--- src/rtl/cfgdma_pkg.sv ---
package cfgdma_pkg;

    localparam int unsigned ADDR_W     = 64;
    localparam int unsigned WORD_W     = 32;
    localparam int unsigned BYTE_W     = 8;
    localparam int unsigned DESC_WORDS = 4;

    // control word flag positions (fixed by the descriptor format)
    localparam int unsigned CTL_ERR  = 0;
    localparam int unsigned CTL_RD   = 1;
    localparam int unsigned CTL_SKIP = 2;
    localparam int unsigned CTL_SEL  = 3;
    localparam int unsigned CTL_WR   = 4;
    localparam int unsigned KEY_LSB  = 16;

    typedef enum logic [2:0] {
        ST_IDLE,
        ST_FETCH,
        ST_SEL,
        ST_DISP,
        ST_RD_PUT,
        ST_WR_GET,
        ST_WR_PUT,
        ST_WB
    } eng_state_e;

endpackage

--- src/rtl/cfgdma_areg.sv ---
module cfgdma_areg
    import cfgdma_pkg::*;
#(
    parameter logic [ADDR_W-1:0] IDENT = 64'h5145_4D55_2043_4647
) (
    input  logic              clk,
    input  logic              rst_n,
    input  logic              reg_wr_i,
    input  logic              reg_half_i,
    input  logic [WORD_W-1:0] reg_wdata_i,
    input  logic              reg_rhalf_i,
    output logic [WORD_W-1:0] reg_rdata_o,
    input  logic              busy_i,
    input  logic              done_i,
    output logic              start_o,
    output logic [ADDR_W-1:0] addr_o
);

    logic [ADDR_W-1:0] addr_d, addr_q;

    always_comb begin
        addr_d  = addr_q;
        start_o = 1'b0;
        if (done_i) begin
            addr_d = '0;
        end else if (reg_wr_i && !busy_i) begin
            if (reg_half_i) begin
                addr_d[WORD_W-1:0] = reg_wdata_i;
                start_o            = 1'b1;
            end else begin
                addr_d[ADDR_W-1:WORD_W] = reg_wdata_i;
            end
        end
    end

    always_ff @(posedge clk) begin
        if (!rst_n) addr_q <= '0;
        else        addr_q <= addr_d;
    end

    assign addr_o      = addr_q;
    assign reg_rdata_o = reg_rhalf_i ? IDENT[WORD_W-1:0] : IDENT[ADDR_W-1:WORD_W];

    // register is empty once an operation has finished
    p_addr_cleared_r1: assert property (@(posedge clk) disable iff (!rst_n)
        $fell(busy_i) |-> (addr_q == '0));

    // register holds while the engine runs
    p_addr_frozen_r11: assert property (@(posedge clk) disable iff (!rst_n)
        (busy_i && !done_i) |=> $stable(addr_q));

endmodule

--- src/rtl/cfgdma_wrcheck.sv ---
module cfgdma_wrcheck #(
    parameter int unsigned LEN_W = 32
) (
    input  logic [LEN_W-1:0] off_i,
    input  logic [LEN_W-1:0] req_len_i,
    input  logic [LEN_W-1:0] item_len_i,
    input  logic             item_ro_i,
    output logic             ok_o
);

    localparam int unsigned SUM_W = LEN_W + 1;

    logic [SUM_W-1:0] end_pos;

    always_comb begin
        end_pos = {1'b0, off_i} + {1'b0, req_len_i};
        ok_o    = !item_ro_i && (end_pos <= {1'b0, item_len_i});
    end

endmodule

--- src/rtl/cfgdma_core.sv ---
module cfgdma_core
    import cfgdma_pkg::*;
#(
    parameter int unsigned KEY_W = 16,
    parameter int unsigned LEN_W = 32
) (
    input  logic              clk,
    input  logic              rst_n,
    input  logic              start_i,
    input  logic [ADDR_W-1:0] desc_addr_i,
    input  logic              sel_wr_i,
    input  logic [KEY_W-1:0]  sel_key_i,
    output logic              busy_o,
    output logic              done_o,
    output logic              mem_req_o,
    output logic              mem_we_o,
    output logic              mem_byte_o,
    output logic [ADDR_W-1:0] mem_addr_o,
    output logic [WORD_W-1:0] mem_wdata_o,
    input  logic              mem_ack_i,
    input  logic [WORD_W-1:0] mem_rdata_i,
    output logic [KEY_W-1:0]  key_o,
    output logic [LEN_W-1:0]  off_o,
    input  logic [LEN_W-1:0]  item_len_i,
    input  logic              item_ro_i,
    input  logic [BYTE_W-1:0] item_rdata_i,
    output logic              item_we_o,
    output logic [BYTE_W-1:0] item_wdata_o
);

    localparam int unsigned IDX_W  = $clog2(DESC_WORDS);
    localparam int unsigned PAD_W  = ADDR_W - IDX_W - 2;
    localparam logic [IDX_W-1:0] LAST_IDX = IDX_W'(DESC_WORDS - 1);

    typedef struct packed {
        eng_state_e        st;
        logic [IDX_W-1:0]  widx;
        logic [KEY_W-1:0]  dkey;
        logic              fsel;
        logic              frd;
        logic              fwr;
        logic              fsk;
        logic [LEN_W-1:0]  len;
        logic [ADDR_W-1:0] taddr;
        logic [LEN_W-1:0]  rem;
        logic              err;
        logic [KEY_W-1:0]  key;
        logic [LEN_W-1:0]  off;
        logic [BYTE_W-1:0] dbyte;
    } core_s;

    core_s d, q;
    logic  wr_ok;
    logic  in_range;
    logic  last_beat;

    cfgdma_wrcheck #(.LEN_W(LEN_W)) u_wrcheck (
        .off_i      (q.off),
        .req_len_i  (q.len),
        .item_len_i (item_len_i),
        .item_ro_i  (item_ro_i),
        .ok_o       (wr_ok)
    );

    assign in_range  = (q.off < item_len_i);
    assign last_beat = (q.rem == LEN_W'(1));

    always_comb begin
        d            = q;
        mem_req_o    = 1'b0;
        mem_we_o     = 1'b0;
        mem_byte_o   = 1'b0;
        mem_addr_o   = q.taddr;
        mem_wdata_o  = '0;
        item_we_o    = 1'b0;
        item_wdata_o = q.dbyte;
        done_o       = 1'b0;

        case (q.st)
            ST_IDLE: begin
                if (sel_wr_i) begin
                    d.key = sel_key_i;
                    d.off = '0;
                end
                if (start_i) begin
                    d.st   = ST_FETCH;
                    d.widx = '0;
                    d.err  = 1'b0;
                end
            end

            ST_FETCH: begin
                mem_req_o  = 1'b1;
                mem_addr_o = desc_addr_i + {{PAD_W{1'b0}}, q.widx, 2'b00};
                if (mem_ack_i) begin
                    case (q.widx)
                        IDX_W'(0): begin
                            d.dkey = mem_rdata_i[KEY_LSB +: KEY_W];
                            d.fsel = mem_rdata_i[CTL_SEL];
                            d.frd  = mem_rdata_i[CTL_RD];
                            d.fwr  = mem_rdata_i[CTL_WR];
                            d.fsk  = mem_rdata_i[CTL_SKIP];
                        end
                        IDX_W'(1): d.len = mem_rdata_i[LEN_W-1:0];
                        IDX_W'(2): d.taddr[ADDR_W-1:WORD_W] = mem_rdata_i;
                        default:   d.taddr[WORD_W-1:0] = mem_rdata_i;
                    endcase
                    d.widx = q.widx + IDX_W'(1);
                    if (q.widx == LAST_IDX) begin
                        d.st = q.fsel ? ST_SEL : ST_DISP;
                    end
                end
            end

            ST_SEL: begin
                d.key = q.dkey;
                d.off = '0;
                d.st  = ST_DISP;
            end

            ST_DISP: begin
                d.rem = '0;
                d.st  = ST_WB;
                if (q.frd) begin
                    d.rem = q.len;
                    if (q.len != '0) d.st = ST_RD_PUT;
                end else if (q.fwr) begin
                    if (!wr_ok) begin
                        d.err = 1'b1;
                    end else begin
                        d.rem = q.len;
                        if (q.len != '0) d.st = ST_WR_GET;
                    end
                end else if (q.fsk) begin
                    d.off = q.off + q.len;
                end
            end

            ST_RD_PUT: begin
                mem_req_o   = 1'b1;
                mem_we_o    = 1'b1;
                mem_byte_o  = 1'b1;
                mem_wdata_o = {{(WORD_W-BYTE_W){1'b0}}, (in_range ? item_rdata_i : '0)};
                if (mem_ack_i) begin
                    d.off   = q.off + LEN_W'(1);
                    d.taddr = q.taddr + ADDR_W'(1);
                    d.rem   = q.rem - LEN_W'(1);
                    if (last_beat) d.st = ST_WB;
                end
            end

            ST_WR_GET: begin
                mem_req_o  = 1'b1;
                mem_byte_o = 1'b1;
                if (mem_ack_i) begin
                    d.dbyte = mem_rdata_i[BYTE_W-1:0];
                    d.st    = ST_WR_PUT;
                end
            end

            ST_WR_PUT: begin
                item_we_o = 1'b1;
                d.off     = q.off + LEN_W'(1);
                d.taddr   = q.taddr + ADDR_W'(1);
                d.rem     = q.rem - LEN_W'(1);
                d.st      = last_beat ? ST_WB : ST_WR_GET;
            end

            ST_WB: begin
                mem_req_o   = 1'b1;
                mem_we_o    = 1'b1;
                mem_addr_o  = desc_addr_i;
                mem_wdata_o = {{(WORD_W-1){1'b0}}, q.err};
                if (mem_ack_i) begin
                    d.st   = ST_IDLE;
                    done_o = 1'b1;
                end
            end

            default: d.st = ST_IDLE;
        endcase
    end

    always_ff @(posedge clk) begin
        if (!rst_n) begin
            q <= '0;
        end else begin
            q <= d;
        end
    end

    assign busy_o = (q.st != ST_IDLE);
    assign key_o  = q.key;
    assign off_o  = q.off;

    // a pending request keeps its address
    p_req_hold_r4: assert property (@(posedge clk) disable iff (!rst_n)
        (mem_req_o && !mem_ack_i) |=> (mem_req_o && $stable(mem_addr_o)));

    // a read completes without the error bit
    p_read_no_err_r6: assert property (@(posedge clk) disable iff (!rst_n)
        (q.st == ST_WB && q.frd) |-> !q.err);

    // no item byte is written by a rejected or lower-priority write
    p_item_write_gated_r8: assert property (@(posedge clk) disable iff (!rst_n)
        item_we_o |-> (!q.err && q.fwr && !q.frd));

    // completion word only after the last data beat
    p_wb_after_data_r10: assert property (@(posedge clk) disable iff (!rst_n)
        (mem_req_o && mem_we_o && !mem_byte_o) |-> (q.rem == '0));

    // key changes only by selector port while idle or by descriptor select
    p_key_stable_r11: assert property (@(posedge clk) disable iff (!rst_n)
        (q.st != ST_IDLE && q.st != ST_SEL) |=> $stable(q.key));

    // a skip moves no data
    p_skip_no_data_r9: assert property (@(posedge clk) disable iff (!rst_n)
        (q.st == ST_DISP && q.fsk && !q.frd && !q.fwr) |=> (q.st == ST_WB));

endmodule

--- src/rtl/cfgdma_engine.sv ---
module cfgdma_engine
    import cfgdma_pkg::*;
#(
    parameter int unsigned KEY_W = 16,
    parameter int unsigned LEN_W = 32
) (
    input  logic              clk,
    input  logic              rst_n,
    input  logic              reg_wr,
    input  logic              reg_half,
    input  logic [31:0]       reg_wdata,
    input  logic              reg_rhalf,
    output logic [31:0]       reg_rdata,
    input  logic              sel_wr,
    input  logic [KEY_W-1:0]  sel_key,
    output logic              busy,
    output logic              mem_req,
    output logic              mem_we,
    output logic              mem_byte,
    output logic [63:0]       mem_addr,
    output logic [31:0]       mem_wdata,
    input  logic              mem_ack,
    input  logic [31:0]       mem_rdata,
    output logic [KEY_W-1:0]  item_key,
    output logic [LEN_W-1:0]  item_off,
    input  logic [LEN_W-1:0]  item_len,
    input  logic              item_ro,
    input  logic [7:0]        item_rdata,
    output logic              item_we,
    output logic [7:0]        item_wdata
);

    logic              start;
    logic              done;
    logic [ADDR_W-1:0] desc_addr;

    cfgdma_areg u_areg (
        .clk         (clk),
        .rst_n       (rst_n),
        .reg_wr_i    (reg_wr),
        .reg_half_i  (reg_half),
        .reg_wdata_i (reg_wdata),
        .reg_rhalf_i (reg_rhalf),
        .reg_rdata_o (reg_rdata),
        .busy_i      (busy),
        .done_i      (done),
        .start_o     (start),
        .addr_o      (desc_addr)
    );

    cfgdma_core #(.KEY_W(KEY_W), .LEN_W(LEN_W)) u_core (
        .clk          (clk),
        .rst_n        (rst_n),
        .start_i      (start),
        .desc_addr_i  (desc_addr),
        .sel_wr_i     (sel_wr),
        .sel_key_i    (sel_key),
        .busy_o       (busy),
        .done_o       (done),
        .mem_req_o    (mem_req),
        .mem_we_o     (mem_we),
        .mem_byte_o   (mem_byte),
        .mem_addr_o   (mem_addr),
        .mem_wdata_o  (mem_wdata),
        .mem_ack_i    (mem_ack),
        .mem_rdata_i  (mem_rdata),
        .key_o        (item_key),
        .off_o        (item_off),
        .item_len_i   (item_len),
        .item_ro_i    (item_ro),
        .item_rdata_i (item_rdata),
        .item_we_o    (item_we),
        .item_wdata_o (item_wdata)
    );

endmodule

--- config.mk ---
export PLATFORM = sky130hd
export DESIGN_NAME = cfgdma_engine
export DESIGN_NICKNAME = d
export VERILOG_FILES = /design/src/rtl/cfgdma_pkg.sv /design/src/rtl/cfgdma_areg.sv /design/src/rtl/cfgdma_wrcheck.sv /design/src/rtl/cfgdma_core.sv /design/src/rtl/cfgdma_engine.sv
export SDC_FILE = /design/constraint.sdc
export NUM_CORES = 1
export LEC_CHECK = 0
export BUFFER_PORTS_ARGS = -buffer_cell sky130_fd_sc_hd__buf_2
export CORE_MARGIN = 4
export CORE_UTILIZATION = 45
export DETAILED_ROUTE_END_ITERATION = 12
export GPL_ROUTABILITY_DRIVEN = 0
export HOLD_SLACK_MARGIN = 0.1
export PLACE_DENSITY_LB_ADDON = 0.2
export SLEW_MARGIN = 15
export SYNTH_ARGS = -nofsm -noshare
export SYNTH_HDL_FRONTEND = slang
export SYNTH_SLANG_ARGS = --single-unit
--- constraint.sdc ---
create_clock -name clk -period 9.8 [get_ports clk]
set_input_delay 1.96 -clock clk [delete_from_list [all_inputs] [get_ports clk]]
set_output_delay 1.96 -clock clk [all_outputs]
set_load 0.1 [all_outputs]
==> results of run 1 <==
[per-stage QoR]
step | instances | hold slack [ns] | area (sq um) | total power, W | utilization [%]
2_1_floorplan | 2850 | 0.4338 | 20370 | 0.002231 | -
3_3_place_gp | 3468 | 0.4430 | 21180 | 0.002416 | 47.79
3_5_place_dp | 3468 | 0.4432 | 21180 | 0.002434 | 47.79
4_1_cts | 3527 | 0.4508 | 22260 | 0.003676 | 50.23
5_1_grt | 3527 | 0.4790 | 22280 | 0.003825 | 50.27
6_report | 3527 | 0.4527 | 22280 | 0.003670 | 50.27
[power breakdown]
part / switching (W) / internal [W]
registers: 0.0000883 / 0.00118
clock network: 0.000501 / 0.000746
logic: 0.000902 / 0.000249
[tightest hold or removal path: stages (launching register included)]
cell and delay [ns]:
dfxtp_1 0.30, nand2_1 0.05, a21oi_1 0.05
[final cells by class]
type	count	area share (%)
multi-input cells	2221	58.87
flip-flops and latches	274	24.62
repair buffers	293	6.830
clock buffers	50	4.409
well taps	592	3.325
inverters	88	1.494
clock inverters	9	0.4437
[state kept, by name, summed over array words and instances (netlist names)]
signal	flops
u_areg.addr_o	64
u_core.off_o	32
u_core.q	154
u_core.item_wdata_o	8
u_core.key_o	16
[cell usage in the layout (no fill, tap or decap), drive strengths merged, types with 73 or more instances in the layout]
cell   instances
buf          293
dfxtp        274
o21ai        229
nor2         189
nand3         88
ha           135
inv           89
a21oi        333
nor3          73
nand2        476
[kinds of logic after synthesis]
family          Yosys count  synth area share [%]
simple gates           1072                 24.81
mux                      20                 1.003
fa+ha+maj               138                 8.654
compound gates          886                 26.70
flops                   274                 27.14
xor+xnor                 60                 2.600
other cells               2               0.03716
buf+inv                 355                 9.057
[routing by layer]
metal | wire (um) | vias up
met5 | 8 | -
met4 | 3058 | 2
met3 | 5107 | 167
met2 | 32680 | 799
met1 | 28200 | 9848
li1 | - | 10100
[how the worst min path moves through the flow]
stage,endpoint,cells after the start,slack (ns)
3_5_place_dp,u_core.item_wdata_o[3],2,0.44
3_3_place_gp,u_core.item_wdata_o[1],2,0.44
5_1_grt,u_core.item_wdata_o[6],2,0.48
4_1_cts,u_core.item_wdata_o[3],2,0.45
2_1_floorplan,u_areg.addr_o[0],2,0.43
6_report,u_core.item_wdata_o[1],2,0.45
==> flow_metrics.tcl, run 1 <==
set metrics [dict create \
    detailroute.via_count 20920 \
    dominant_synthesized_flop_cell "dfxtp_1" \
    core_region_area_sq_um 44320 \
    antenna_violations_before_repair 1 \
    crit_path_cell_trace "buf_2 > inv_1 > ha_1 > a21o_1 > a21oi_1 > nor2b_1 > o21ai_0 > a21oi_1 > o31ai_1 > a211oi_1 > a2111oi_2 > a22o_1 > buf_2" \
    chipWidth_um 219.9 \
    grt-ovfl-total 0 \
    cts-root-to-sink-buffers 3 \
    rrSetupSlack_ns 3.81 \
    post-cts-setup-buffer-count 0 \
    endpoints_failing_setup 0 \
    post-place-ws_ns 2.410 \
    power.density_cell_area_nw_per_um2 164.8 \
    layout_worst_path_cycle_share_pct 75.51 \
    drt_first_iter_violations 1712 \
    wire_length_of_the_first_global_routing_pass_um 106000 \
    tightest_slew_ns 1.155 \
    cts-buffers-inserted 34 \
    gr-max-usage-layer "met2" \
    cts.clk_slew.worst_paths_ns 0.05 \
    dr.pass1.iters 6 \
    synth_cells 2807 \
    wl_um 69060 \
    final_layout_size_suffix_gt1_share_pct 13.49 \
    most_area_consuming_cells_after_synthesis "dfxtp_1 (27%), nand2_1 (8.8%), ha_1 (8.4%), a21oi_1 (8.2%), o21ai_0 (5.3%)" \
    grt_start_max_net_pins 90 \
    power.ir.vdd_worst_mv 0.1324 \
    edff_count_synth 0 \
    post-route-worst-setup-slack_ns 2.400 \
    synth.cells.most_frequent "nand2_1 (476), a21oi_1 (332), dfxtp_1 (274), o21ai_0 (215), nor2_1 (187)" \
    syn_area_per_cell_sq_um 7.201 \
    groute.layer.met3.usage_pct 4.330 \
    fin_worst_skew_ns 0.02729 \
    slowest_delay_ns 0.84 \
    finalWorstPathRequiredPeriod_ns 7.400 \
    first_global_vias 19560 \
    finalHoldViolCount 0 \
    crit_arrival_ns 5.44 \
    setup.worst_path.end "mem_wdata[0]" \
    dieArea_sq_um 48370 \
    clock_latency_on_the_worst_skew_pair_ns 0.53 \
    kind_of_path_behind_the_tightest_hold_check "reg -> reg" \
    leakagePower_nw 9.590 \
    top_level_ports 317 \
    crit_family "compound AO/OA/AOI/OAI gates" \
    crit_fanout 8 \
    via_per_inst 5.931 \
    setup_repair_after_global_routing_missed_its_margin "no" \
    clock_sink_count 274 \
    filler_cell_count 4517 \
    r2r.worst_path.cells 24 \
    reg2reg_to "u_core.q[88]" \
    finish.net_count 3178 \
    path_depth 13 \
    crit_path_start_kind "primary input" \
    synth_most_common_cell "nand2_1" \
    post_cts.resized_instances 0 \
    detail-route-antenna-nets 0 \
    run_status "finished, final reports clean" \
    groute.usage.overall_pct 27.15 \
    initial_core_util_pct 45.61 \
    route.detailed.drc 0 \
    crit_buf_inv 3 \
    post_synth_instance_area_sq_um 20210 \
    launching_instance_or_port_of_the_critical_path "item_len[1]" \
    worstHoldStart "u_core.item_wdata_o[1]" \
    wl_per_cell_um 19.58 \
    area_of_combinational_cells_with_multiple_inputs_sq_um 13120 \
    synth_cell_types 88 \
    layout.area.seq_sq_um 5485 \
    synth_top_area_share_pct 27.14 \
    die_height_um 219.9 \
    portBuffers 271 \
    diodes 0 \
    worst_case_headroom_to_the_max_slew_limit_pct 22.70 \
    yosys_warnings 0 \
    synthDominantAreaCellType "dfxtp_1" \
    master_cell_of_the_clock_root_buffer "clkbuf_16" \
    rr_startpoint "u_core.q[153]" \
    slew_viol_final 0 \
    finalSetupTns_ns 0 \
    number_of_hold_buffers_added_after_cts 0 \
    area_delta_synth_final_pct 10.21 \
    end_kind "output port" \
    flip_flop_and_latch_count_after_synthesis 274 \
    max_cap_violations 0 \
    globalRouteMet1Util_pct 34.47 \
    crit_slowest_cell "a2111oi_2" \
    synth-seq-area-share_pct 27.14 \
    htree_levels 2 \
    synth_async_sr_flop_share_pct 0 \
    grtUsageMet2_pct 45.84 \
    max_freq_ghz 0.1351 \
    tritoncts "built" \
    detailed_placement_hpwl_um 51690 \
    worst-setup-path-type "in -> out" \
    critical_path_required_ns 7.84 \
    rows 77 \
]
Note: power is estimated with default switching activity, not from simulation.
==> run 2: changes to the inputs <==
- clock period: 9.8 -> 6.6 ns (I/O delays scaled with it)
==> flow_metrics.tcl, run 2 (synthesized netlist as in run 1, its figures left out) <==
set metrics [dict create \
    worstHoldStart "u_core.item_wdata_o[5]" \
    detail-route-antenna-nets 0 \
    crit_slowest_cell "nor4_1" \
    master_cell_of_the_clock_root_buffer "clkbuf_16" \
    crit_buf_inv 1 \
    kind_of_path_behind_the_tightest_hold_check "reg -> reg" \
    portBuffers 271 \
    endpoints_failing_setup 0 \
    post-cts-setup-buffer-count 0 \
    max_cap_violations 0 \
    cts.clk_slew.worst_paths_ns 0.06 \
    finalWorstPathRequiredPeriod_ns 5.769 \
    layout_worst_path_cycle_share_pct 87.41 \
    grt_start_max_net_pins 88 \
    worst_case_headroom_to_the_max_slew_limit_pct 18.75 \
    detailed_placement_hpwl_um 51610 \
    dr.pass1.iters 6 \
    initial_core_util_pct 45.61 \
    finalHoldViolCount 0 \
    layout.cells.most_common_list "nand2_1 (475), a21oi_1 (330), dfxtp_1 (274)" \
    chipWidth_um 219.9 \
    run_status "finished, final reports clean" \
    route.detailed.drc 0 \
    max_freq_ghz 0.1733 \
    crit_arrival_ns 4.45 \
    area_of_combinational_cells_with_multiple_inputs_sq_um 13100 \
    top_level_ports 317 \
    fin_util_pct 50.31 \
    critical_path_required_ns 5.28 \
    groute.usage.overall_pct 26.71 \
    setup_repair_after_global_routing_missed_its_margin "no" \
    reg2reg_to "u_core.q[208]" \
    slew_viol_final 0 \
    power.density_cell_area_nw_per_um2 245.9 \
    wl_um 68570 \
    r2r.worst_path.cells 23 \
    holdPathStages 2 \
    area_delta_synth_final_pct 10.32 \
    tritoncts "built" \
    finish.net_count 3177 \
    crit_path_cell_trace "ha_1 > a21oi_1 > nor4_1 > nand3_1 > nor2_1 > nand2_1 > nor3_4 > nand2_1 > nor3b_1 > a21oi_1 > nand2_1 > buf_2" \
    fin_cells 3526 \
    dpl.cell_count 3470 \
    layout.area.seq_sq_um 5485 \
    worst-setup-path-type "reg -> out" \
    crit_fanout 7 \
    launching_instance_or_port_of_the_critical_path "u_core.q[205]" \
    rrSetupSlack_ns 1.06 \
    wl_per_cell_um 19.45 \
    antenna_violations_before_repair 1 \
    largest_reg_flops 154 \
    rows 77 \
    via_per_inst 5.937 \
    crit_path_start_kind "flop" \
    slowest_delay_ns 0.66 \
    htree_levels 1 \
    rr_startpoint "u_core.off_o[1]" \
    tightest_slew_ns 1.219 \
    detailroute.via_count 20930 \
    wire_length_of_the_first_global_routing_pass_um 104400 \
    power.ir.vdd_worst_mv 0.2047 \
    final_common_cell "nand2_1" \
    clock_sink_count 274 \
    finalSetupTns_ns 0 \
    dieArea_sq_um 48370 \
    post_cts.resized_instances 0 \
    cts-root-to-sink-buffers 3 \
    first_global_vias 19060 \
    core_region_area_sq_um 44320 \
    max_flop_register "u_core.q" \
    grt-ovfl-total 0 \
    number_of_hold_buffers_added_after_cts 0 \
    crit_family "simple AND/OR/NAND/NOR gates" \
    leakagePower_nw 9.597 \
    end_kind "output port" \
    die_height_um 219.9 \
    cts-buffers-inserted 31 \
    whs_endpoint "u_core.item_wdata_o[5]" \
    clock_latency_on_the_worst_skew_pair_ns 0.59 \
    critical_path.most_common_cell "nand2_1" \
    filler_cell_count 4417 \
    final_layout_size_suffix_gt1_share_pct 13.60 \
    fin_worst_skew_ns 0.02669 \
    drt_first_iter_violations 2085 \
]
==> run 2: cell count changes in the layout (fill, tap and decap cells not counted), sizes merged <==
cell	previous run	this run
buf	293	295
bufinv	2	6
clkbuf	50	40
clkinvlp	0	2
diode	0	1
==> run 2: layout make-up <==
cell class | count | area share, %
Multi-Input combinational cell | 2221 | 58.75
Timing Repair Buffer | 295 | 6.947
Clock inverter | 15 | 1.066
Clock buffer | 40 | 3.810
Sequential cell | 274 | 24.60
Antenna cell | 1 | 0.01122
Inverter | 88 | 1.493
Tap cell | 592 | 3.322
==> run 2: metrics by stage <==
step	power (W)	cell area (sq um)	hold slack (ns)	setup WS (ns)
after global routing	0.005702	22300	0.4751	0.5257
after detailed placement	0.003617	21210	0.4449	0.8803
after global placement	0.003587	21210	0.4454	0.8626
final	0.005483	22300	0.4514	0.8310
after floorplan	0.003312	20370	0.4338	0.003692
after CTS	0.005488	22290	0.4532	0.8677
==> run 2: per-layer routing <==
layer	track usage [%]	routed length, um	vias to the layer above	share of wire (%)
met2	46.16	32720	856	48
li1	-	-	10100	-
met1	34.07	28310	9873	41
met3	3.833	5289	100	7.7
met5	0	7	-	0.010
met4	9.211	2235	2	3.3
==> run 2: report_power, final <==
part	switching, W	internal, W	leakage, nW
Sequential	0.000112	0.00176	2.22
Clock	0.000745	0.00114	0.530
Combinational	0.00136	0.000373	6.85
Total	0.00222	0.00327	9.60
==> run 2: worst min-delay path: cells and delay by family, from the launching register on <==
kind,cells,cell delay [ns]
AO/OA/AOI/OAI,1,0.05
AND/OR/NAND/NOR,1,0.05
flip-flops,1,0.31
==> run 2: worst max-delay path by stage <==
stage / to / slack [ns] / cells past startpoint
after global routing: mem_addr[61] / 0.53 / 12
final: mem_addr[61] / 0.83 / 12
after floorplan: mem_addr[27] / 0.004 / 8
after CTS: mem_wdata[0] / 0.87 / 14
after global placement: mem_wdata[0] / 0.86 / 14
after detailed placement: mem_wdata[0] / 0.88 / 14
